**src/rtl/sernvm_pkg.sv**
```systemverilog
package sernvm_pkg;

  typedef enum logic [1:0] {
    OP_EXT   = 2'b00,
    OP_WRITE = 2'b01,
    OP_READ  = 2'b10,
    OP_ERASE = 2'b11
  } opc_e;

  typedef enum logic [1:0] {
    JOB_ERASE,
    JOB_WRITE,
    JOB_ERAL,
    JOB_WRAL
  } job_e;

  typedef enum logic [2:0] {
    FR_HUNT,
    FR_OPC,
    FR_ADDR,
    FR_DATA,
    FR_READ,
    FR_HOLD
  } frame_e;

endpackage

```
**src/rtl/sernvm_sync.sv**
```systemverilog
module sernvm_sync #(
  parameter int STAGES = 2
) (
  input  logic clk,
  input  logic rst,
  input  logic cs_a,
  input  logic sk_a,
  input  logic di_a,
  output logic cs_q,
  output logic di_q,
  output logic sk_rise,
  output logic sk_fall,
  output logic cs_fall
);
  logic [2:0] pipe [STAGES];
  logic       sk_d;
  logic       cs_d;

  for (genvar g = 0; g < STAGES; g++) begin : g_stage
    if (g == 0) begin : g_first
      always_ff @(posedge clk) begin
        if (rst) pipe[g] <= '0;
        else     pipe[g] <= {cs_a, sk_a, di_a};
      end
    end else begin : g_next
      always_ff @(posedge clk) begin
        if (rst) pipe[g] <= '0;
        else     pipe[g] <= pipe[g-1];
      end
    end
  end

  always_ff @(posedge clk) begin
    if (rst) begin
      sk_d <= 1'b0;
      cs_d <= 1'b0;
    end else begin
      sk_d <= pipe[STAGES-1][1];
      cs_d <= pipe[STAGES-1][2];
    end
  end

  assign cs_q    = pipe[STAGES-1][2];
  assign di_q    = pipe[STAGES-1][0];
  assign sk_rise = pipe[STAGES-1][1] & ~sk_d;
  assign sk_fall = ~pipe[STAGES-1][1] & sk_d;
  assign cs_fall = ~pipe[STAGES-1][2] & cs_d;

endmodule

```
**src/rtl/sernvm_store.sv**
```systemverilog
module sernvm_store
  import sernvm_pkg::*;
#(
  parameter int WORD_W      = 16,
  parameter int WIDX_W      = 6,
  parameter int NADDR_W     = 7,
  parameter int BUSY_CYCLES = 400
) (
  input  logic               clk,
  input  logic               rst,
  input  logic               launch,
  input  job_e               job,
  input  logic [NADDR_W-1:0] jaddr,
  input  logic [WORD_W-1:0]  jdata,
  input  logic               wide,
  input  logic [WIDX_W-1:0]  rd_idx,
  output logic [WORD_W-1:0]  rd_q,
  output logic               busy
);
  localparam int HALF_W = WORD_W / 2;
  localparam int WORDS  = 1 << WIDX_W;
  localparam int EFF    = (BUSY_CYCLES > WORDS) ? BUSY_CYCLES : WORDS;
  localparam int TW     = $clog2(EFF + 1);

  logic [HALF_W-1:0]  hi_mem [WORDS];
  logic [HALF_W-1:0]  lo_mem [WORDS];
  logic [HALF_W-1:0]  q_hi, q_lo;
  logic [TW-1:0]      tmr;
  logic [WIDX_W:0]    walk;
  job_e               cjob;
  logic [NADDR_W-1:0] caddr;
  logic [WORD_W-1:0]  cdata;
  logic               cwide;

  logic               bulk, wr_act, we_hi, we_lo;
  logic [WIDX_W-1:0]  wr_idx;
  logic [WORD_W-1:0]  wval;

  always_ff @(posedge clk) begin
    if (rst) begin
      busy  <= 1'b0;
      tmr   <= '0;
      walk  <= '0;
      cjob  <= JOB_ERASE;
      caddr <= '0;
      cdata <= '0;
      cwide <= 1'b0;
    end else if (launch && !busy) begin
      busy  <= 1'b1;
      tmr   <= TW'(EFF - 1);
      walk  <= '0;
      cjob  <= job;
      caddr <= jaddr;
      cdata <= jdata;
      cwide <= wide;
    end else if (busy) begin
      if (walk < (WIDX_W+1)'(WORDS)) walk <= walk + 1'b1;
      if (tmr == '0) busy <= 1'b0;
      else           tmr  <= tmr - 1'b1;
    end
  end

  always_comb begin
    bulk   = (cjob == JOB_ERAL) || (cjob == JOB_WRAL);
    wr_act = busy && (bulk ? (walk < (WIDX_W+1)'(WORDS)) : (walk == '0));
    if (bulk)       wr_idx = walk[WIDX_W-1:0];
    else if (cwide) wr_idx = caddr[WIDX_W-1:0];
    else            wr_idx = caddr[NADDR_W-1:1];
    if ((cjob == JOB_ERASE) || (cjob == JOB_ERAL)) wval = '1;
    else if (cwide)                                wval = cdata;
    else                                           wval = {cdata[HALF_W-1:0], cdata[HALF_W-1:0]};
    we_hi = wr_act && (bulk || cwide || !caddr[0]);
    we_lo = wr_act && (bulk || cwide ||  caddr[0]);
  end

  always_ff @(posedge clk) begin
    if (we_hi) hi_mem[wr_idx] <= wval[WORD_W-1:HALF_W];
    q_hi <= hi_mem[rd_idx];
  end

  always_ff @(posedge clk) begin
    if (we_lo) lo_mem[wr_idx] <= wval[HALF_W-1:0];
    q_lo <= lo_mem[rd_idx];
  end

  assign rd_q = {q_hi, q_lo};

  AST_NO_LAUNCH_BUSY: assert property (@(posedge clk) disable iff (rst)
    busy |-> !launch);
  AST_WRITE_IN_WINDOW: assert property (@(posedge clk) disable iff (rst)
    (we_hi || we_lo) |-> (busy && tmr != '0 || bulk));

endmodule

```
**src/rtl/sernvm_frame.sv**
```systemverilog
module sernvm_frame
  import sernvm_pkg::*;
#(
  parameter int WORD_W  = 16,
  parameter int WIDX_W  = 6,
  parameter int NADDR_W = 7
) (
  input  logic               clk,
  input  logic               rst,
  input  logic               cs_q,
  input  logic               di_q,
  input  logic               sk_rise,
  input  logic               sk_fall,
  input  logic               cs_fall,
  input  logic               wide,
  input  logic               busy,
  input  logic [WORD_W-1:0]  rd_q,
  output logic [WIDX_W-1:0]  rd_idx,
  output logic               launch,
  output job_e               job,
  output logic [NADDR_W-1:0] jaddr,
  output logic [WORD_W-1:0]  jdata,
  output logic               sdo,
  output logic               oe
);
  localparam int HALF_W = WORD_W / 2;
  localparam int CNT_W  = $clog2(WORD_W) + 1;

  frame_e             state;
  opc_e               opc;
  logic [CNT_W-1:0]   cnt, aw_last, dw_last, rd_cnt;
  logic [NADDR_W-1:0] addr_sh, addr_n, addr_fix, rd_addr, rd_next;
  logic [WORD_W-1:0]  data_sh, data_n, rd_sh, word_sel;
  logic [HALF_W-1:0]  half_sel;
  logic [1:0]         ext;
  logic               wen, armed, stat_flag, rel_pend, rd_do;

  always_comb begin
    aw_last  = wide ? CNT_W'(NADDR_W - 2) : CNT_W'(NADDR_W - 1);
    dw_last  = wide ? CNT_W'(WORD_W - 1)  : CNT_W'(HALF_W - 1);
    addr_n   = {addr_sh[NADDR_W-2:0], di_q};
    addr_fix = wide ? {1'b0, addr_n[NADDR_W-2:0]} : addr_n;
    ext      = wide ? addr_n[NADDR_W-2 -: 2] : addr_n[NADDR_W-1 -: 2];
    data_n   = {data_sh[WORD_W-2:0], di_q};
    rd_idx   = wide ? rd_addr[WIDX_W-1:0] : rd_addr[NADDR_W-1:1];
    rd_next  = wide ? {1'b0, rd_addr[WIDX_W-1:0] + 1'b1} : rd_addr + 1'b1;
    half_sel = rd_addr[0] ? rd_q[HALF_W-1:0] : rd_q[WORD_W-1:HALF_W];
    word_sel = wide ? rd_q : {half_sel, {HALF_W{1'b0}}};
  end

  assign jaddr = addr_sh;
  assign jdata = data_sh;

  always_ff @(posedge clk) begin
    if (rst) begin
      state     <= FR_HUNT;
      opc       <= OP_EXT;
      cnt       <= '0;
      addr_sh   <= '0;
      data_sh   <= '0;
      wen       <= 1'b0;
      armed     <= 1'b0;
      job       <= JOB_ERASE;
      stat_flag <= 1'b0;
      rel_pend  <= 1'b0;
      rd_addr   <= '0;
      rd_cnt    <= '0;
      rd_sh     <= '0;
      rd_do     <= 1'b0;
      launch    <= 1'b0;
      sdo       <= 1'b0;
      oe        <= 1'b0;
    end else begin
      launch <= 1'b0;

      if (cs_q && state == FR_READ) begin
        oe  <= 1'b1;
        sdo <= rd_do;
      end else if (cs_q && stat_flag) begin
        oe  <= 1'b1;
        sdo <= ~busy;
      end else begin
        oe  <= 1'b0;
        sdo <= 1'b0;
      end

      if (!cs_q) begin
        state    <= FR_HUNT;
        cnt      <= '0;
        rel_pend <= 1'b0;
        armed    <= 1'b0;
        if (cs_fall && armed && wen && !busy) begin
          launch    <= 1'b1;
          stat_flag <= 1'b1;
        end
      end else begin
        if (sk_rise && di_q && stat_flag && state != FR_READ) rel_pend <= 1'b1;
        if (sk_fall && rel_pend) begin
          stat_flag <= 1'b0;
          rel_pend  <= 1'b0;
        end
        if (sk_rise && !busy) begin
          case (state)
            FR_HUNT: begin
              if (di_q) begin
                state <= FR_OPC;
                cnt   <= '0;
              end
            end
            FR_OPC: begin
              opc <= opc_e'({opc[0], di_q});
              if (cnt == CNT_W'(1)) begin
                state <= FR_ADDR;
                cnt   <= '0;
              end else begin
                cnt <= cnt + 1'b1;
              end
            end
            FR_ADDR: begin
              addr_sh <= addr_fix;
              if (cnt == aw_last) begin
                cnt <= '0;
                case (opc)
                  OP_READ: begin
                    state   <= FR_READ;
                    rd_addr <= addr_fix;
                    rd_cnt  <= '0;
                    rd_do   <= 1'b0;
                  end
                  OP_WRITE: begin
                    state <= FR_DATA;
                    job   <= JOB_WRITE;
                  end
                  OP_ERASE: begin
                    state <= FR_HOLD;
                    job   <= JOB_ERASE;
                    armed <= 1'b1;
                  end
                  default: begin
                    case (ext)
                      2'b11: begin wen <= 1'b1; state <= FR_HOLD; end
                      2'b00: begin wen <= 1'b0; state <= FR_HOLD; end
                      2'b10: begin job <= JOB_ERAL; armed <= 1'b1; state <= FR_HOLD; end
                      default: begin job <= JOB_WRAL; state <= FR_DATA; end
                    endcase
                  end
                endcase
              end else begin
                cnt <= cnt + 1'b1;
              end
            end
            FR_DATA: begin
              data_sh <= data_n;
              if (cnt == dw_last) begin
                state <= FR_HOLD;
                armed <= 1'b1;
                cnt   <= '0;
              end else begin
                cnt <= cnt + 1'b1;
              end
            end
            FR_READ: begin
              if (rd_cnt == '0) begin
                rd_do   <= word_sel[WORD_W-1];
                rd_sh   <= word_sel << 1;
                rd_addr <= rd_next;
              end else begin
                rd_do <= rd_sh[WORD_W-1];
                rd_sh <= rd_sh << 1;
              end
              rd_cnt <= (rd_cnt == dw_last) ? '0 : rd_cnt + 1'b1;
            end
            default: ;
          endcase
        end
      end
    end
  end

  AST_STATUS_DROP_ON_FALL: assert property (@(posedge clk) disable iff (rst)
    $fell(stat_flag) |-> $past(sk_fall));
  AST_NO_READ_WHILE_BUSY: assert property (@(posedge clk) disable iff (rst)
    (state == FR_READ) |-> !busy);

endmodule

```
**src/rtl/sernvm_slave.sv**
```systemverilog
module sernvm_slave
  import sernvm_pkg::*;
#(
  parameter int ARRAY_BITS  = 1024,
  parameter int WORD_W      = 16,
  parameter int BUSY_CYCLES = 400,
  parameter int SYNC_STAGES = 2
) (
  input  logic clk,
  input  logic rst,
  input  logic cs_i,
  input  logic sclk_i,
  input  logic sdi_i,
  input  logic wide_i,
  output logic sdo_o,
  output logic sdo_oe_o
);
  localparam int WORDS   = ARRAY_BITS / WORD_W;
  localparam int WIDX_W  = $clog2(WORDS);
  localparam int NADDR_W = WIDX_W + 1;

  logic               cs_q, di_q, sk_rise, sk_fall, cs_fall;
  logic               launch, busy;
  job_e               job;
  logic [NADDR_W-1:0] jaddr;
  logic [WORD_W-1:0]  jdata, rd_q;
  logic [WIDX_W-1:0]  rd_idx;

  sernvm_sync #(.STAGES(SYNC_STAGES)) u_sync (
    .clk(clk), .rst(rst), .cs_a(cs_i), .sk_a(sclk_i), .di_a(sdi_i),
    .cs_q(cs_q), .di_q(di_q), .sk_rise(sk_rise), .sk_fall(sk_fall), .cs_fall(cs_fall)
  );

  sernvm_frame #(.WORD_W(WORD_W), .WIDX_W(WIDX_W), .NADDR_W(NADDR_W)) u_frame (
    .clk(clk), .rst(rst), .cs_q(cs_q), .di_q(di_q), .sk_rise(sk_rise),
    .sk_fall(sk_fall), .cs_fall(cs_fall), .wide(wide_i), .busy(busy),
    .rd_q(rd_q), .rd_idx(rd_idx), .launch(launch), .job(job),
    .jaddr(jaddr), .jdata(jdata), .sdo(sdo_o), .oe(sdo_oe_o)
  );

  sernvm_store #(.WORD_W(WORD_W), .WIDX_W(WIDX_W), .NADDR_W(NADDR_W),
                 .BUSY_CYCLES(BUSY_CYCLES)) u_store (
    .clk(clk), .rst(rst), .launch(launch), .job(job), .jaddr(jaddr),
    .jdata(jdata), .wide(wide_i), .rd_idx(rd_idx), .rd_q(rd_q), .busy(busy)
  );

  AST_HIZ_WHEN_DESELECTED: assert property (@(posedge clk) disable iff (rst)
    !cs_q |=> !sdo_oe_o);

endmodule

```
**config.mk**
```make
export PLATFORM = sky130hd
export DESIGN_NAME = sernvm_slave
export DESIGN_NICKNAME = d
export VERILOG_FILES = /design/src/rtl/sernvm_pkg.sv /design/src/rtl/sernvm_sync.sv /design/src/rtl/sernvm_store.sv /design/src/rtl/sernvm_frame.sv /design/src/rtl/sernvm_slave.sv
export SDC_FILE = /design/constraint.sdc
export NUM_CORES = 2
export LEC_CHECK = 0
export ABC_AREA = 1
export BUFFER_PORTS_ARGS = -buffer_cell sky130_fd_sc_hd__buf_4
export CAP_MARGIN = 20
export CORE_ASPECT_RATIO = 0.5
export CORE_MARGIN = 4
export CORE_UTILIZATION = 40
export DETAILED_ROUTE_END_ITERATION = 10
export PLACE_DENSITY_LB_ADDON = 0.1
export SYNTH_ARGS = -nofsm -noshare
export SYNTH_HDL_FRONTEND = slang
export SYNTH_SLANG_ARGS = --single-unit
```
**constraint.sdc**
```tcl
create_clock -name clk -period 3.7 [get_ports clk]
set_input_delay 0.555 -clock clk [delete_from_list [all_inputs] [get_ports clk]]
set_output_delay 0.555 -clock clk [all_outputs]
set_load 0.01 [all_outputs]
```
==> impl_results.md <==
- Worst-margin pin slew: 1.07 ns
- CTS tree: yes
- Register bit count reported by yosys: 1161
- Yosys warnings: 0
- Combinational share of power: 0.017
- Worst Hold Class: primary input to flip-flop
- Critical Path Most Common Cell: buf_4
- Post-synth top flop: edfxtp_1
- Static Leak: 23.1 nW
- Avg Cell Area, Syn: 9.79 um^2
- Worst path slowest cell: dfxtp_1
- Max IR drop VDD: 0.373 mV
- Most frequent cells in the layout: 1089 x nand3_1, 1069 x nand2_1, 1024 x edfxtp_1
- Worst Setup Start Kind: flip-flop
- Pin count of the biggest net entering global routing: 101
- Worst-path cell chain: buf_4 > nand2_1 > o211ai_1 > o21ai_1 > nor2_1 > nand2_1 > buf_4 > nor3_1 > buf_4
- Worst path top cell family by delay: simple AND/OR/NAND/NOR gates
- Nets@finish: 5360
- Postcts setup bufs: 0
- Cts bufs inserted: 111
- Clock Path Buffers: 3
- Register area share after synthesis: 0.650
- # H-tree levels: 3
- Clock share of power: 0.446
- Crit path time final: 3.33 ns
- WS Path Type: flip-flop to flip-flop
- Core area: 127000 um^2
- Skew final: 0.0342 ns
- Overall routing resource usage: 0.224
- Final std cells w/o fill: 7126
- Post-cts sizing count: 0
- Post-layout worst setup margin: 0.375 ns
- Die area: 135000 um^2
- WP data required: 4.14 ns
- CTS Hold Bufs: 2
- F_max: 301 MHz
- Pins Over Slew Limit: 0
- Sw Share: 0.208
- DIE HEIGHT: 262 um
- CP peak stage delay: 0.59 ns
- RD Place Congestion: 0.853
- Synth Instances: 5265
- Clock Pin Slew Worst Setup and Hold Paths: 0.06 ns
- Biggest fanout along the worst timing path: 17
- Clk_lat worst skew: 0.73 ns
- Pre-CTS WS: 0.262 ns
- Avg WL per Cell: 21.3 um
- RSZ-0062 raised after global routing: false
- Pwr dens: 447 nW/um^2
- Post-Route WL: 152000 um
- Synthesized net count: 5288
- Slew margin rel.: 0.283
- Die width: 516 um
- Status: complete, no violations
- Sequential Power Share: 0.538
- 1st-pass router iterations: 6
- Ys async rst share: 0
- Clock root cell: clkbuf_16
- Number of library cell types mapped by synthesis: 44
- Final TNS setup: 0 ns
- Final Setup Violations: 0
- Vias per inst: 5.18
- 1st-iter DRT viols: 4049
- Net Sw Power: 5.43 mW
- Hold Fails Final Rpt: 0
- Antenna-violating nets left: 0
- Num Clock Sinks: 1161
- IO Port Bufs: 7
- DP HPWL: 94600 um
- Diodes inserted: 0
- EDFF count, synth: 1024
- First-pass GRT wire length: 228000 um
- # Max-Cap Violations: 0
- Cell Area, Synth: 51600 um^2
- Commonest non-fill, non-tap cell in the layout: nand3_1
- Grt ovf: 0
- Drt drc: 0
- Layout cells sized above 1: 0.0845
- Fin crit share: 0.899
- WP data arrival: 3.76 ns
- Initial antenna violation count: 1
- Synth-to-Final Area Change: 13.4%
- Crit path buffers/inverters: 3
- Placed Instances: 6913
- Io pins: 8
- Row cnt: 92
- Vias in the first global route: 35.3k
- Vias: 36.9k
- Worst setup EP type: flip-flop
- Int Pwr: 20.7 mW
- Initial core utilization: 0.406
logic make-up after synthesis:
group / after synthesis / synth area share
buf+inv: 1286 / 0.0990
compound gates: 242 / 0.0265
flops: 1161 / 0.650
simple gates: 2557 / 0.220
xor+xnor: 2 / 0.000340
fa+ha+maj: 17 / 0.00413
power by group through the flow:
| stage | sequential, mW | clock [mW] | combinational, mW |
|---|---|---|---|
| 3_5_place_dp | 14.3 | 0 | 0.440 |
| 2_1_floorplan | 14.3 | 0 | 0.286 |
| 3_3_place_gp | 14.3 | 0 | 0.441 |
| 4_1_cts | 14.1 | 11.9 | 0.443 |
| 6_report | 14.1 | 11.6 | 0.442 |
| 5_1_grt | 14.0 | 12.5 | 0.490 |
per-stage QoR:
step | hold slack, ns | total power, mW | util | cell area, um^2
after detailed placement | 0.400 | 14.8 | 0.431 | 54700
after floorplan | 0.388 | 14.6 | - | 51600
after global routing | 0.0229 | 27.0 | 0.461 | 58500
after global placement | 0.393 | 14.8 | 0.431 | 54700
after CTS | 0.000984 | 26.4 | 0.460 | 58400
final | 0.0518 | 26.1 | 0.461 | 58500
sequential cells by signal, indices dropped and copies added, names as in the netlist, 3 cells and up:
signal           flops
u_frame.cnt          5
u_frame.jaddr        7
u_frame.jdata       16
u_frame.rd_addr      7
u_frame.rd_cnt       5
u_frame.rd_sh       15
u_frame.state        3
u_store.caddr        7
u_store.cdata       16
u_store.hi_mem     512
u_store.lo_mem     512
u_store.q_hi         8
u_store.q_lo         8
u_store.tmr          9
u_store.walk         7
u_sync.pipe          6
area by class of cell:
class,instances,area (um^2)
clock buffer,145,3030
inverter,1010,3790
multi-input combinational,2818,13100
timing repair buffer,235,2260
clock inverter,65,647
fill,12058,68500
tap,1692,2120
sequential,1161,33500
path summary, 6_finish.rpt:
check             slack [ns]  cells after the start                    end              start
hold reg to reg         0.41                      2      u_sync.pipe[1][0]  u_sync.pipe[0][0]
hold / removal          0.05                      3      u_sync.pipe[0][2]               cs_i
setup reg to reg        0.37                      9  u_store.hi_mem[20][6]      u_store.cwide
setup / recovery        0.37                      9  u_store.hi_mem[20][6]      u_store.cwide
worst register-to-register path: cells and delay by family, from the launching register on:
kind | cells | cell delay, ns
buffers and inverters | 3 | 0.90
DFF | 1 | 0.59
and+or+nand+nor | 4 | 1.15
AOI/OAI and AO/OA | 2 | 0.41
Yosys cell counts (all sizes together), types with 2 or more instances:
cell type | number | area (um^2)
a21oi | 79 | 395
o211ai | 10 | 75.1
or2 | 3 | 18.8
nand4 | 9 | 56.3
a22oi | 5 | 37.5
buf | 219 | 1100
ha | 17 | 213
o21ai | 124 | 636
nor3 | 38 | 205
edfxtp | 1024 | 30700
nor2 | 265 | 1020
dfxtp | 137 | 2740
o311ai | 2 | 32.5
nand3 | 1089 | 5450
a31oi | 4 | 25.0
inv | 1010 | 3790
a221oi | 3 | 26.3
and2 | 2 | 12.5
o22ai | 6 | 70.1
a211oi | 5 | 37.5
nand3b | 65 | 488
clkbuf | 57 | 215
nand2 | 1085 | 4100
layer usage:
metal | wire [um] | share of wire | GRT usage
met1 | 72300 | 0.48 | 0.336
met5 | 13 | 0.000085 | 0
met4 | 2780 | 0.018 | 0.0475
met2 | 66400 | 0.44 | 0.343
met3 | 10700 | 0.070 | 0.0373
No activity file was read; power rests on OpenSTA's default activity.
